==> src/rtl/idec_pkg.sv <==
package idec_pkg;
  typedef enum logic [3:0] {
    OP_NOP  = 4'h0,
    OP_ADD  = 4'h1,
    OP_SUB  = 4'h2,
    OP_CMP  = 4'h3,
    OP_MOV  = 4'h4,
    OP_LOAD = 4'h5,
    OP_STOR = 4'h6,
    OP_BRA  = 4'h7,
    OP_JMP  = 4'h8
  } opcode_e;

  typedef enum logic [1:0] {
    FN_ADD = 2'b00,
    FN_SUB = 2'b01,
    FN_AND = 2'b10,
    FN_OR  = 2'b11
  } alu_fn_e;

  typedef struct packed {
    logic    reg_wr;
    logic    mem_rd;
    logic    mem_wr;
    logic    alu_imm;
    logic    branch;
    logic    jump;
    alu_fn_e alu_fn;
  } ctrl_t;

  localparam ctrl_t CTRL_IDLE = '{default: '0, alu_fn: FN_ADD};
endpackage

==> src/rtl/idec_fields.sv <==
module idec_fields #(
  parameter int INSTR_W = 16,
  parameter int OPC_W   = 4,
  parameter int REG_W   = 3,
  parameter int IMM_W   = 9,
  parameter int IMMX_W  = 16,
  parameter int JADR_W  = 12
) (
  input  logic [INSTR_W-1:0] instr_i,
  output logic [OPC_W-1:0]   opcode_o,
  output logic [REG_W-1:0]   rd_o,
  output logic [REG_W-1:0]   rs_o,
  output logic [REG_W-1:0]   rt_o,
  output logic [IMMX_W-1:0]  imm_o,
  output logic [JADR_W-1:0]  jmp_addr_o
);
  localparam int OPC_LSB = INSTR_W - OPC_W;
  localparam int RD_LSB  = OPC_LSB - REG_W;
  localparam int RS_LSB  = RD_LSB - REG_W;
  localparam int RT_LSB  = RS_LSB - REG_W;

  assign opcode_o   = instr_i[INSTR_W-1:OPC_LSB];
  assign rd_o       = instr_i[RD_LSB +: REG_W];
  assign rs_o       = instr_i[RS_LSB +: REG_W];
  assign rt_o       = instr_i[RT_LSB +: REG_W];
  assign jmp_addr_o = instr_i[JADR_W-1:0];

  // copy the immediate, replicate its top bit upward
  for (genvar b = 0; b < IMMX_W; b++) begin : g_imm
    if (b < IMM_W) begin : g_low
      assign imm_o[b] = instr_i[b];
    end else begin : g_ext
      assign imm_o[b] = instr_i[IMM_W-1];
    end
  end

  // the register format leaves its lowest bits undefined
  logic unused_pad;
  assign unused_pad = ^instr_i[RT_LSB-1:0];
endmodule

==> src/rtl/idec_ctrl.sv <==
module idec_ctrl
  import idec_pkg::*;
#(
  parameter int OPC_W = 4
) (
  input  logic [OPC_W-1:0] opcode_i,
  output ctrl_t            ctrl_o
);
  always_comb begin
    ctrl_o = CTRL_IDLE;
    unique case (opcode_i)
      OP_ADD, OP_CMP, OP_MOV: ctrl_o.reg_wr = 1'b1;
      OP_SUB: begin
        ctrl_o.reg_wr = 1'b1;
        ctrl_o.alu_fn = FN_SUB;
      end
      OP_LOAD: begin
        ctrl_o.mem_rd  = 1'b1;
        ctrl_o.alu_imm = 1'b1;
        ctrl_o.reg_wr  = 1'b1;
      end
      OP_STOR: begin
        ctrl_o.mem_wr  = 1'b1;
        ctrl_o.alu_imm = 1'b1;
      end
      OP_BRA:  ctrl_o.branch = 1'b1;
      OP_JMP:  ctrl_o.jump   = 1'b1;
      default: ctrl_o = CTRL_IDLE; // nop, reserved bitwise, undefined
    endcase
  end
endmodule

==> src/rtl/idec_top.sv <==
module idec_top
  import idec_pkg::*;
#(
  parameter int INSTR_W = 16,
  parameter int OPC_W   = 4,
  parameter int REG_W   = 3,
  parameter int IMM_W   = 9,
  parameter int IMMX_W  = 16,
  parameter int JADR_W  = 12
) (
  input  logic [INSTR_W-1:0] instr_i,
  output logic [OPC_W-1:0]   opcode_o,
  output logic [REG_W-1:0]   rd_o,
  output logic [REG_W-1:0]   rs_o,
  output logic [REG_W-1:0]   rt_o,
  output logic [IMMX_W-1:0]  imm_o,
  output logic [JADR_W-1:0]  jmp_addr_o,
  output logic               reg_wr_o,
  output logic               mem_rd_o,
  output logic               mem_wr_o,
  output logic               alu_imm_o,
  output logic               branch_o,
  output logic               jump_o,
  output logic [1:0]         alu_fn_o
);
  logic [OPC_W-1:0] opcode;
  ctrl_t            ctrl;

  idec_fields #(
    .INSTR_W(INSTR_W), .OPC_W(OPC_W), .REG_W(REG_W),
    .IMM_W(IMM_W), .IMMX_W(IMMX_W), .JADR_W(JADR_W)
  ) i_fields (
    .instr_i    (instr_i),
    .opcode_o   (opcode),
    .rd_o       (rd_o),
    .rs_o       (rs_o),
    .rt_o       (rt_o),
    .imm_o      (imm_o),
    .jmp_addr_o (jmp_addr_o)
  );

  idec_ctrl #(.OPC_W(OPC_W)) i_ctrl (
    .opcode_i (opcode),
    .ctrl_o   (ctrl)
  );

  assign opcode_o  = opcode;
  assign reg_wr_o  = ctrl.reg_wr;
  assign mem_rd_o  = ctrl.mem_rd;
  assign mem_wr_o  = ctrl.mem_wr;
  assign alu_imm_o = ctrl.alu_imm;
  assign branch_o  = ctrl.branch;
  assign jump_o    = ctrl.jump;
  assign alu_fn_o  = ctrl.alu_fn;
endmodule

==> config.mk <==
export PLATFORM = sky130hd
export DESIGN_NAME = idec_top
export DESIGN_NICKNAME = d
export VERILOG_FILES = /design/src/rtl/idec_pkg.sv /design/src/rtl/idec_fields.sv /design/src/rtl/idec_ctrl.sv /design/src/rtl/idec_top.sv
export SDC_FILE = /design/constraint.sdc
export NUM_CORES = 1
export LEC_CHECK = 0
export ABC_AREA = 1
export CORE_MARGIN = 2
export CORE_UTILIZATION = 23
export DETAILED_ROUTE_END_ITERATION = 12
export PLACE_DENSITY = 0.87
export SLEW_MARGIN = 20
export SYNTH_ARGS = -nofsm -noshare
export SYNTH_HDL_FRONTEND = slang
export SYNTH_SLANG_ARGS = --single-unit
==> constraint.sdc <==
create_clock -name vclk -period 0.8
set_input_delay 0.08 -clock vclk [all_inputs]
set_output_delay 0.08 -clock vclk [all_outputs]
set_load 0.03 [all_outputs]
==> results.toml, run 1 <==
[finish]
finalNonFillerCells = 56
clock_buffers = 0
antenna_cells = 0
fin_nets = 57
seq_area_um2 = 0
area_growth_pct = -37.42
numSequentialCells = 0
fillers = 205
drive_gt1_share_pct = 61.54

[global_route]
grt_use_met3_pct = 0.7843
globalRouteOverflowTotal = 0
grt_pass1_vias = 177
antenna_found_initial = 0
grt_util_met1_pct = 3.488
gr-usage-met2_pct = 9.167
grt_usage_pct = 4.303
grt-busiest-layer = "met2"
grt_max_degree = 11
grt_first_pass_wirelength_um = 710

[synthesis]
synthTopCellsByArea = "buf_4, nand2_1, inv_1"
synthDistinctLibCells = 9
syn_inst = 65
synth_top_area_cell = "buf_4"
synth_top_cell_area_share_pct = 77.30
syn_nets = 81
synth_area_um2 = 407.9
yosysSeqAreaShare_pct = 0
synth_commonest_cells = "buf_4, nand2_1, inv_1, nor2_1"
synth.most_common_cell = "buf_4"
avgSynthCellArea_um2 = 6.275
yosys_warnings = 0

[timing]
fin_crit_sh_pct = 92.26
finalHoldViolations = 0
rsz0062_at_grt = "no"
slew_viol_final = 0
fin_ws_ns = 0.06188
setup-violations-final = 0
fmax_mhz = 1355
min_period_ns = 0.7381

[worst_setup_path]
slowest_stage = "buf_4"
path_cells = "buf_2, buf_4, nor2_2, nand2_1, nand2_1, buf_6"
cp_max_fo = 2
crit_required_ns = 0.72
start_kind = "input pin"
arrival_ns = 0.66
path_class = "in -> out"
slowest_delay_ns = 0.13
end_kind = "primary output"
worst_path_most_repeated_cell = "nand2_1"

[power]
p_leak_nw = 0.1592
pwr-share-seq_pct = 0
swShare_pct = 64.08
p_switching_mw = 0.1018
p_int_mw = 0.05706
pwr-share-comb_pct = 100.0
peakVddDrop_mv = 0.1816
p_per_area_nw_per_um2 = 622.4
clkPwrFrac_pct = 0

[floorplan]
core.rowCount = 15
io_pins = 65
die-area_um2 = 2126
dieWidth_um = 46.11
core_area_um2 = 1689
die_y_um = 46.11
start_util_pct = 24.15

[drt]
first_iter_violations = 0
first_pass_iters = 1
remaining_drc_errors = 0
wirelength_um = 500
vias = 194
vias_per_cell = 3.464
wire_per_inst_um = 8.929
postRouteAntennaNets = 0

[placement]
pre_cts_ws_ns = -0.3853
placed_cells = 56
numPortBuffers = 15
post-dp-hpwl_um = 391.7
gp_congestion = 0.6073

[job]
maxCapViolCount = 0

[cts]
holdBufCountCts = 0

[status]
status = "complete, no violations"

[hold_path]
hp-class = "in -> out"
## placed cells by master, fill, tap and decap left out
cell     instances
nor2_2           3
buf_2            3
buf_6            3
nor2_1           1
inv_1            3
buf_4           10
nand2_1          9
and2_1           1
conb_1           1
inv_2            3
nor2_4           1
nor3_2           1
## kinds of logic after synthesis
logic type	count (synthesis)	share of synthesized area, %
and+or+nand+nor	16	16.26
other	1	0.9194
buffers and inverters	48	82.82
## routing by layer
layer | vias up | wire length (um)
met5 | - | 0
met4 | 0 | 0
met3 | 0 | 90
met2 | 7 | 270
met1 | 90 | 138
li1 | 97 | -
## power by group through the flow
stage | Clock, mW | Sequential, mW | Combinational [mW]
global route | 0 | 0 | 0.169
detailed placement | 0 | 0 | 0.154
finish | 0 | 0 | 0.159
floorplan | 0 | 0 | 0.449
CTS | 0 | 0 | 0.157
global placement | 0 | 0 | 0.152
## critical path, delay by kind of cell
kind | cells | cell delay, ns
buffers and inverters | 3 | 0.37
and+or+nand+nor | 3 | 0.20
## repair_timing
item                                    4_1_cts  5_1_grt
gates resized for setup                      23        3
setup buffers                                 0        0
pin swaps                                     3        2
endpoints found under the setup margin       11        6
## worst paths after layout
path,from,end,depth (start not counted)
hold / removal,instr_i[6],imm_o[6],0
setup / recovery,instr_i[13],alu_imm_o,6
## stage by stage
step                setup TNS [ns]  cell area, um^2  util, %  hold slack (ns)  power (mW)
finish                           0            255.2    15.11           0.1600      0.1589
global route                     0            255.2    15.11           0.1601      0.1692
CTS                              0            256.5    15.19           0.1603      0.1574
detailed placement          -2.754            249.0    14.74           0.1603      0.1542
global placement            -2.606            249.0    14.74           0.1603      0.1525
floorplan                        0            412.9        -           0.2917      0.4491
## final cells by class
class              count  area [um^2]  share of cell area (%)
well taps             17        21.27                   8.333
multi-input cells     17        87.58                   34.31
inverters              6        22.52                   8.824
repair buffers        16        123.9                   48.53
Power figures use the tool's default switching activity.
==> run 2, diff against run 1 <==
- CORE_MARGIN: 2 -> 10
==> run 2 against run 1 <==
  * Core utilization is 1.1 points higher
  * Count of clock-buffer cells in the layout stayed put
  * Global-route usage is 0.57 points lower
  * Final cell count is 16% higher
  * Setup slack worse by 0.014 ns
  * Largest cell class unchanged
==> results.toml, run 2 (synthesized netlist as in run 1, its figures left out) <==
[power]
p_per_area_nw_per_um2 = 609.6
p_total_mw = 0.1686
peakVddDrop_mv = 0.1183
p_leak_nw = 0.1628

[timing]
slew_viol_final = 0
fin_crit_sh_pct = 93.99
fmax_mhz = 1330
min_period_ns = 0.7519
setup-violations-final = 0
finalHoldViolations = 0
fin_ws_ns = 0.04809
rsz0062_at_grt = "no"

[worst_setup_path]
end_kind = "primary output"
slowest_delay_ns = 0.13
path_cells = "buf_2, buf_6, nor2_1, nand2_1, nand2_1, buf_6"
cp_max_fo = 2
arrival_ns = 0.67
slowest_stage = "buf_6"
crit_required_ns = 0.72
path_class = "in -> out"
start_kind = "input pin"

[status]
status = "complete, no violations"

[floorplan]
die-area_um2 = 3858
die_y_um = 62.11
dieWidth_um = 62.11
core_area_um2 = 1708
start_util_pct = 23.88
core.rowCount = 15
io_pins = 65

[drt]
remaining_drc_errors = 0
first_pass_iters = 2
first_iter_violations = 3
postRouteAntennaNets = 0
vias_per_cell = 3.108
wire_per_inst_um = 11.82
wirelength_um = 768
vias = 202

[finish]
layout_common_cells = "buf_4, nand2_1, inv_2, buf_6"
numSequentialCells = 0
area_growth_pct = -32.21
seq_area_um2 = 0
antenna_cells = 0
fin_util_pct = 16.19
fin_nets = 58
clock_buffers = 0
drive_gt1_share_pct = 65.00
finalNonFillerCells = 65
final_common_cell = "buf_4"

[job]
maxCapViolCount = 0

[placement]
post-dp-hpwl_um = 681.2
placed_cells = 65
numPortBuffers = 15
gp_congestion = 0.7400
pre_cts_ws_ns = -0.4239

[cts]
post_cts_buffers = 0

[global_route]
grt_usage_pct = 3.735
grt_max_degree = 11
grt_pass1_vias = 247
globalRouteOverflowTotal = 0
grt_first_pass_wirelength_um = 1269
antenna_found_initial = 0

[hold_path]
hp-class = "in -> out"
## run 2: cell count changes in the layout (fill, tap and decap cells not counted), sizes merged
cell  change
buf       +1
## run 2: timing repair
| item | in CTS | in global routing |
|---|---|---|
| gates resized for setup | 24 | 4 |
| hold buffers | 0 | 0 |
| pin swaps | 5 | 0 |
| endpoints found under the setup margin | 11 | 5 |
## run 2: stage by stage
step | setup TNS, ns | area [um^2] | hold WS [ns]
floorplan | 0 | 412.9 | 0.2917
global placement | -2.788 | 266.5 | 0.1603
detailed placement | -3.107 | 266.5 | 0.1603
CTS | 0 | 267.8 | 0.1603
global route | 0 | 276.5 | 0.1601
finish | 0 | 276.5 | 0.1600
## run 2: where the power goes
part	total (mW)	internal (mW)	switching, mW	leakage (nW)
combinational	0.169	0.0615	0.107	0.163
sequential	0	0	0	0
clock	0	0	0	0
total	0.169	0.0615	0.107	0.163
## run 2: area by class of cell
cell class	count	area, um^2
repair buffers	17	135.1
well taps	25	31.28
fillers	197	1431
multi-input cells	17	87.58
inverters	6	22.52
## run 2: path summary, 6_finish.rpt
kind,slack [ns],endpoint,startpoint,cells past startpoint
max,0.05,alu_imm_o,instr_i[13],6
min,0.16,imm_o[1],instr_i[1],0
## run 2: critical path: cells and delay by family
family,cells,cell delay [ns]
AND/OR/NAND/NOR,3,0.23
buffers and inverters,3,0.36
## run 2: routing by layer
layer,vias to the layer above,wire length [um],track usage (%)
met1,80,270,3.307
met4,0,5,1.143
met2,22,353,6.667
li1,97,-,-
met3,3,138,2.509
met5,-,0,0
